## src/rtl/sig_loss_pkg.sv

```systemverilog
package sig_loss_pkg;

  localparam logic [1:0] SEL_T1  = 2'b00;
  localparam logic [1:0] SEL_E1L = 2'b10;

  // control -> datapath strobes
  typedef struct packed {
    logic clrAll;
    logic runAdv;
    logic runRst;
    logic winAdv;
    logic winRst;
    logic longWin;
  } dpCmd_t;

  // datapath -> control flags
  typedef struct packed {
    logic runLast;
    logic winLast;
    logic winPass;
  } dpStat_t;

endpackage

```

## src/rtl/sig_loss_dp.sv

```systemverilog
module sig_loss_dp
  import sig_loss_pkg::*;
#(
  parameter int SHORT_WIN  = 192,
  parameter int LONG_WIN   = 2048,
  parameter int ONES_MIN   = 24,
  parameter int ZERO_LIMIT = 100,
  parameter int SUB_RUN    = 8
) (
  input  logic    clk,
  input  logic    rstN,
  input  logic    bitOne,
  input  logic    b8zsEn,
  input  dpCmd_t  cmd,
  output dpStat_t stat
);

  localparam int RUN_W = $clog2(LONG_WIN + 1);
  localparam int WIN_W = $clog2(SHORT_WIN + 1);
  localparam int ONE_W = $clog2(ONES_MIN + 1);
  localparam int ZR_W  = $clog2(ZERO_LIMIT + 1);

  logic [RUN_W-1:0] runCnt;
  logic [WIN_W-1:0] winCnt;
  logic [ONE_W-1:0] onesCnt, onesNx;
  logic [ZR_W-1:0]  zeroRun, zeroRunNx;
  logic             failQ, failNx;

  // next-state of window trackers including the current bit
  always_comb begin
    if (bitOne)
      zeroRunNx = '0;
    else if (zeroRun == ZR_W'(ZERO_LIMIT))
      zeroRunNx = zeroRun;
    else
      zeroRunNx = zeroRun + 1'b1;

    if (bitOne && onesCnt != ONE_W'(ONES_MIN))
      onesNx = onesCnt + 1'b1;
    else
      onesNx = onesCnt;

    failNx = failQ
           | (zeroRunNx == ZR_W'(ZERO_LIMIT))
           | (b8zsEn && (zeroRunNx >= ZR_W'(SUB_RUN)));
  end

  assign stat.runLast = cmd.longWin ? (runCnt == RUN_W'(LONG_WIN - 1))
                                    : (runCnt == RUN_W'(SHORT_WIN - 1));
  assign stat.winLast = (winCnt == WIN_W'(SHORT_WIN - 1));
  assign stat.winPass = (onesNx == ONE_W'(ONES_MIN)) && !failNx;

  always_ff @(posedge clk) begin
    if (!rstN || cmd.clrAll) begin
      runCnt  <= '0;
      winCnt  <= '0;
      onesCnt <= '0;
      zeroRun <= '0;
      failQ   <= 1'b0;
    end else begin
      if (cmd.runRst)
        runCnt <= '0;
      else if (cmd.runAdv)
        runCnt <= runCnt + 1'b1;

      if (cmd.winRst) begin
        winCnt  <= '0;
        onesCnt <= '0;
        zeroRun <= '0;
        failQ   <= 1'b0;
      end else if (cmd.winAdv) begin
        winCnt  <= winCnt + 1'b1;
        onesCnt <= onesNx;
        zeroRun <= zeroRunNx;
        failQ   <= failNx;
      end
    end
  end

endmodule

```

## src/rtl/sig_loss_ctl.sv

```systemverilog
module sig_loss_ctl
  import sig_loss_pkg::*;
(
  input  logic       clk,
  input  logic       rstN,
  input  logic       bitTick,
  input  logic       lvlLow,
  input  logic       lvlHigh,
  input  logic [1:0] critSel,
  input  dpStat_t    stat,
  output dpCmd_t     cmd,
  output logic       losQ,
  output logic       chgQ
);

  logic [1:0] selQ;
  logic       modeChg, isT1, setLos, clrLos;

  assign modeChg = (critSel != selQ);
  assign isT1    = (critSel == SEL_T1);

  always_comb begin
    cmd         = '0;
    setLos      = 1'b0;
    clrLos      = 1'b0;
    cmd.longWin = (critSel == SEL_E1L) && !losQ;
    if (modeChg) begin
      cmd.clrAll = 1'b1;
    end else if (bitTick) begin
      if (!losQ) begin
        if (lvlLow) begin
          if (stat.runLast) begin
            setLos     = 1'b1;
            cmd.runRst = 1'b1;
          end else begin
            cmd.runAdv = 1'b1;
          end
        end else begin
          cmd.runRst = 1'b1;
        end
      end else if (isT1) begin
        if (stat.winLast) begin
          cmd.winRst = 1'b1;
          clrLos     = stat.winPass;
        end else begin
          cmd.winAdv = 1'b1;
        end
      end else begin
        if (lvlHigh) begin
          if (stat.runLast) begin
            clrLos     = 1'b1;
            cmd.runRst = 1'b1;
          end else begin
            cmd.runAdv = 1'b1;
          end
        end else begin
          cmd.runRst = 1'b1;
        end
      end
    end
  end

  always_ff @(posedge clk) begin
    if (!rstN) begin
      losQ <= 1'b0;
      chgQ <= 1'b0;
      selQ <= SEL_T1;
    end else begin
      if (setLos)
        losQ <= 1'b1;
      else if (clrLos)
        losQ <= 1'b0;
      chgQ <= setLos | clrLos;
      selQ <= critSel;
    end
  end

endmodule

```

## src/rtl/sig_loss_mon.sv

```systemverilog
module sig_loss_mon
  import sig_loss_pkg::*;
#(
  parameter int SHORT_WIN  = 192,
  parameter int LONG_WIN   = 2048,
  parameter int ONES_MIN   = 24,
  parameter int ZERO_LIMIT = 100,
  parameter int SUB_RUN    = 8
) (
  input  logic       clk,
  input  logic       rstN,
  input  logic       bitTick,
  input  logic       lvlLow,
  input  logic       lvlHigh,
  input  logic       dataOne,
  input  logic       b8zsEn,
  input  logic [1:0] critSel,
  output logic       losOut,
  output logic       losChange
);

  dpCmd_t  cmd;
  dpStat_t stat;

  sig_loss_ctl u_ctl (
    .clk     (clk),
    .rstN    (rstN),
    .bitTick (bitTick),
    .lvlLow  (lvlLow),
    .lvlHigh (lvlHigh),
    .critSel (critSel),
    .stat    (stat),
    .cmd     (cmd),
    .losQ    (losOut),
    .chgQ    (losChange)
  );

  sig_loss_dp #(
    .SHORT_WIN  (SHORT_WIN),
    .LONG_WIN   (LONG_WIN),
    .ONES_MIN   (ONES_MIN),
    .ZERO_LIMIT (ZERO_LIMIT),
    .SUB_RUN    (SUB_RUN)
  ) u_dp (
    .clk    (clk),
    .rstN   (rstN),
    .bitOne (lvlHigh & dataOne),
    .b8zsEn (b8zsEn),
    .cmd    (cmd),
    .stat   (stat)
  );

endmodule

```

## config.mk

```make
export PLATFORM = sky130hd
export DESIGN_NAME = sig_loss_mon
export DESIGN_NICKNAME = d
export VERILOG_FILES = /design/src/rtl/sig_loss_pkg.sv /design/src/rtl/sig_loss_dp.sv /design/src/rtl/sig_loss_ctl.sv /design/src/rtl/sig_loss_mon.sv
export SDC_FILE = /design/constraint.sdc
export NUM_CORES = 1
export LEC_CHECK = 0
export ABC_AREA = 0
export BUFFER_PORTS_ARGS = -buffer_cell sky130_fd_sc_hd__buf_2
export CORE_MARGIN = 8
export CORE_UTILIZATION = 30
export CTS_CLUSTER_DIAMETER = 60
export DETAILED_ROUTE_END_ITERATION = 12
export GPL_ROUTABILITY_DRIVEN = 1
export GPL_TIMING_DRIVEN = 0
export PLACE_DENSITY = 0.44
export SYNTH_ARGS = -nofsm -noshare
export SYNTH_HDL_FRONTEND = slang
export SYNTH_HIERARCHICAL = 1
export SYNTH_SLANG_ARGS = --single-unit
```

## constraint.sdc

```tcl
create_clock -name clk -period 2.5 [get_ports clk]
set_clock_uncertainty 0.1 [all_clocks]
set_input_delay 0.25 -clock clk [delete_from_list [all_inputs] [get_ports clk]]
set_output_delay 0.25 -clock clk [all_outputs]
set_load 0.05 [all_outputs]
```

==> flow_metrics.py <==
metrics = {
    "synth": {
        "synth_top_cell_area_share_pct": 33.60,
        "ys_top_cells_by_area": "dfxtp_1, nor2_1, xor2_1",
        "netlist_instances": 254,
        "synth_cell_type_count": 58,
        "synth_edf_count": 0,
        "ys_seq_area_share_pct": 33.60,
        "ys_warn_count": 6,
        "syn-cell-area_mm2": 0.002205,
        "syn_avg_cell_area_um2": 8.680,
        "yosysTopAreaCell": "dfxtp_1",
        "ys_ff_latch": 37,
        "ys.flop_type": "dfxtp_1",
        "synthArstFlopShare_pct": 0,
        "syn-num-nets": 269,
    },
    "clock_network": {
        "cts_tree": "yes",
        "hold_buffers": 0,
        "cts.clk_slew.worst_paths_ns": 0.09,
        "h-tree-depth": 2,
        "clock_latency_ns": 0.29,
        "clockRootBuffer": "clkbuf_8",
        "clock-sinks": 37,
        "cts.path.max_buffers": 2,
        "numCtsBuffers": 5,
    },
    "global_route": {
        "grt_max_degree": 14,
        "grt_overflow_total": 0,
        "grt_usage_pct": 9.693,
        "grt_pass1_vias": 1803,
        "antenna_found_initial": 0,
        "grt_pass1_wl_mm": 8.169,
    },
    "timing": {
        "hold_ws_ns": 0.1384,
        "drv_slew": 0,
        "fmax_ghz": 0.4156,
        "period_needed_ns": 2.406,
        "tightest_slew_ns": 0.5043,
        "rsz0062_at_grt": "yes",
        "fin_crit_sh_pct": 96.25,
        "finalHoldViolCount": 0,
        "slew_headroom_pct": 66.38,
        "setup_viol_count_final": 0,
    },
    "worst_hold_path": {
        "holdCritStartpoint": "bitTick",
        "holdPathStages": 3,
        "whs_endpoint": "u_ctl/chgQ",
        "hold_class": "in2reg",
    },
    "pwr": {
        "power_frac_seq_pct": 45.7,
        "intPower_uw": 1017,
        "vdd_ir_drop_max_v": 0.0001983,
        "power_density_mw_per_mm2": 469.0,
        "p_leak_uw": 0.0009177,
        "combPwrFrac_pct": 5.1,
        "p_sw_share_pct": 21.19,
        "p_clk_share_pct": 49.2,
        "switchingPower_uw": 273.5,
    },
    "finish": {
        "layout-drive-gt1-share_pct": 25.44,
        "n_antenna_cell": 0,
        "fin_util_pct": 38.34,
        "nets": 297,
        "final_cell_mix": "dfxtp_1, nor2_1",
        "syn_to_final_growth_pct": 24.80,
    },
    "placement": {
        "port_buffers": 10,
        "dp_hpwl_mm": 3.404,
        "place_congestion": 0.7597,
    },
    "worst_setup_path": {
        "start_kind": "register",
        "path_cells": "inv_4, ha_4, and4bb_4, a2111oi_4, a21boi_2, o311ai_4, a2111oi_4, and4bb_1, o2111a_1, o22ai_1",
        "max_stage_delay_ns": 0.40,
        "crit_top_cell": "a2111oi_4",
        "path_max_fanout": 6,
        "r2r_slack_ns": 0.09,
        "rr_endpoint": "u_ctl/losQ",
        "rr_startpoint": "u_dp/zeroRun[0]",
        "end_kind": "register",
        "required_ns": 2.62,
        "rr_worst_depth": 10,
        "crit_type": "reg2reg",
        "arrival_ns": 2.53,
        "cp_slowest_cell": "dfxtp_4",
    },
    "routing": {
        "antenna_left": 0,
        "vias": 1853,
        "first_pass_iters": 4,
        "drc": 0,
        "vias_per_cell": 4.851,
        "drt_iter0_markers": 46,
        "wl_per_cell_um": 12.85,
        "wl_mm": 4.907,
    },
    "floorplan": {
        "coreArea_mm2": 0.007176,
        "chipWidth_um": 101.7,
        "ios": 11,
        "initial_utilization_pct": 30.72,
        "fp-row-count": 31,
        "die_h_um": 101.7,
        "dieArea_mm2": 0.01035,
    },
    "run_status": {
        "status": "complete, no violations",
    },
    "run": {
        "maxCapViolCount": 0,
    },
}
==> cells in the mapped netlist (2+ instances only) <==
cell type,count
a211oi_1,2
a21oi_1,13
a22oi_1,4
a31oi_1,3
a41oi_1,2
and2_1,4
and4b_1,2
and4bb_1,2
buf_2,3
buf_6,4
clkbuf_1,5
dfxtp_1,37
ha_1,6
inv_1,9
mux2i_1,4
nand2_1,13
nand2b_1,2
nand3_1,12
nand4_1,10
nand4b_1,3
nor2_1,33
nor2b_1,2
nor3_1,4
nor3b_1,3
nor3b_2,2
o21ai_0,12
o311ai_2,2
or3_1,4
or3b_2,2
xnor2_1,10
xor2_1,13
==> power groups by stage <==
stage          clock (uW)  sequential, uW  combinational [uW]
6_report              634             590                66.2
3_3_place_gp            0             606                62.4
5_1_grt               687             590                74.1
2_1_floorplan           0             606                40.1
4_1_cts               660             592                62.2
3_5_place_dp            0             606                61.6
==> final cells by class <==
cell class / instances / area (um^2)
fill: 743 / 4424
multi-input combinational: 195 / 1469
sequential: 37 / 750.7
timing repair buffer: 21 / 132.6
tap: 99 / 123.9
buffer: 13 / 101.3
clock buffer: 5 / 68.82
clock inverter: 3 / 68.82
inverter: 9 / 36.28
==> layer usage <==
| layer | GRT usage [%] | wire (um) | vias up |
|---|---|---|---|
| met1 | 11.59 | 2355 | 866 |
| met2 | 16.75 | 2431 | 14 |
| met5 | 0 | 0 | - |
| met4 | 3.093 | 30 | 0 |
| met3 | 2.062 | 89 | 2 |
| li1 | - | - | 971 |
==> worst max-delay path, delay by kind of cell, from the launching register on <==
family          cells  cell delay (ns)
compound gates      6             1.17
simple gates        2             0.45
flops               1             0.40
fa+ha+maj           1             0.15
buf+inv             1             0.06
==> per-stage QoR <==
step           instance area, um^2  setup TNS, ns  cells  power [uW]  setup slack, ns
6_report                      2751              0    382        1290          0.09365
3_5_place_dp                  2385         -2.192    363       667.6          -0.1757
5_1_grt                       2751       -0.04522    382        1351         -0.04522
2_1_floorplan                 2211              0    254       645.8           0.1181
4_1_cts                       2535       -0.06068    371        1314         -0.03838
3_3_place_gp                  2385         -2.161    363       668.3          -0.1763
==> what timing repair did <==
action,in CTS,in global routing
resized for setup,5,30
buffers inserted,0,11
pin swaps,3,13
setup endpoints to repair,19,15
==> flip-flops by register name, summed over array words and instances, names as in the netlist <==
register	cells
u_ctl/chgQ	1
u_dp/runCnt	12
u_dp/onesCnt	5
u_ctl/selQ	2
u_dp/zeroRun	7
u_ctl/losQ	1
u_dp/winCnt	8
u_dp/failQ	1
==> how the worst max path moves through the flow <==
stage / cells past startpoint / from / slack (ns) / end
final: 10 / u_dp/zeroRun[0] / 0.09 / u_ctl/losQ
after global routing: 10 / u_dp/zeroRun[0] / -0.05 / u_ctl/losQ
after CTS: 10 / u_dp/zeroRun[0] / -0.04 / u_ctl/losQ
after detailed placement: 10 / critSel[0] / -0.18 / u_dp/runCnt[3]
after global placement: 10 / critSel[1] / -0.18 / u_dp/runCnt[11]
after floorplan: 10 / u_dp/zeroRun[0] / 0.12 / u_ctl/losQ
==> kinds of logic (layout without fill, tap and decap cells) <==
logic type	after synthesis	after routing	synth area share, %
multiplexers	4	4	1.816
AND/OR/NAND/NOR	112	112	29.40
buffers and inverters	22	51	5.448
adder cells (fa/ha/maj)	6	6	3.405
XOR/XNOR	23	23	9.137
flip-flops	37	37	33.60
AO/OA/AOI/OAI	50	50	17.20
Power figures use the tool's default switching activity.
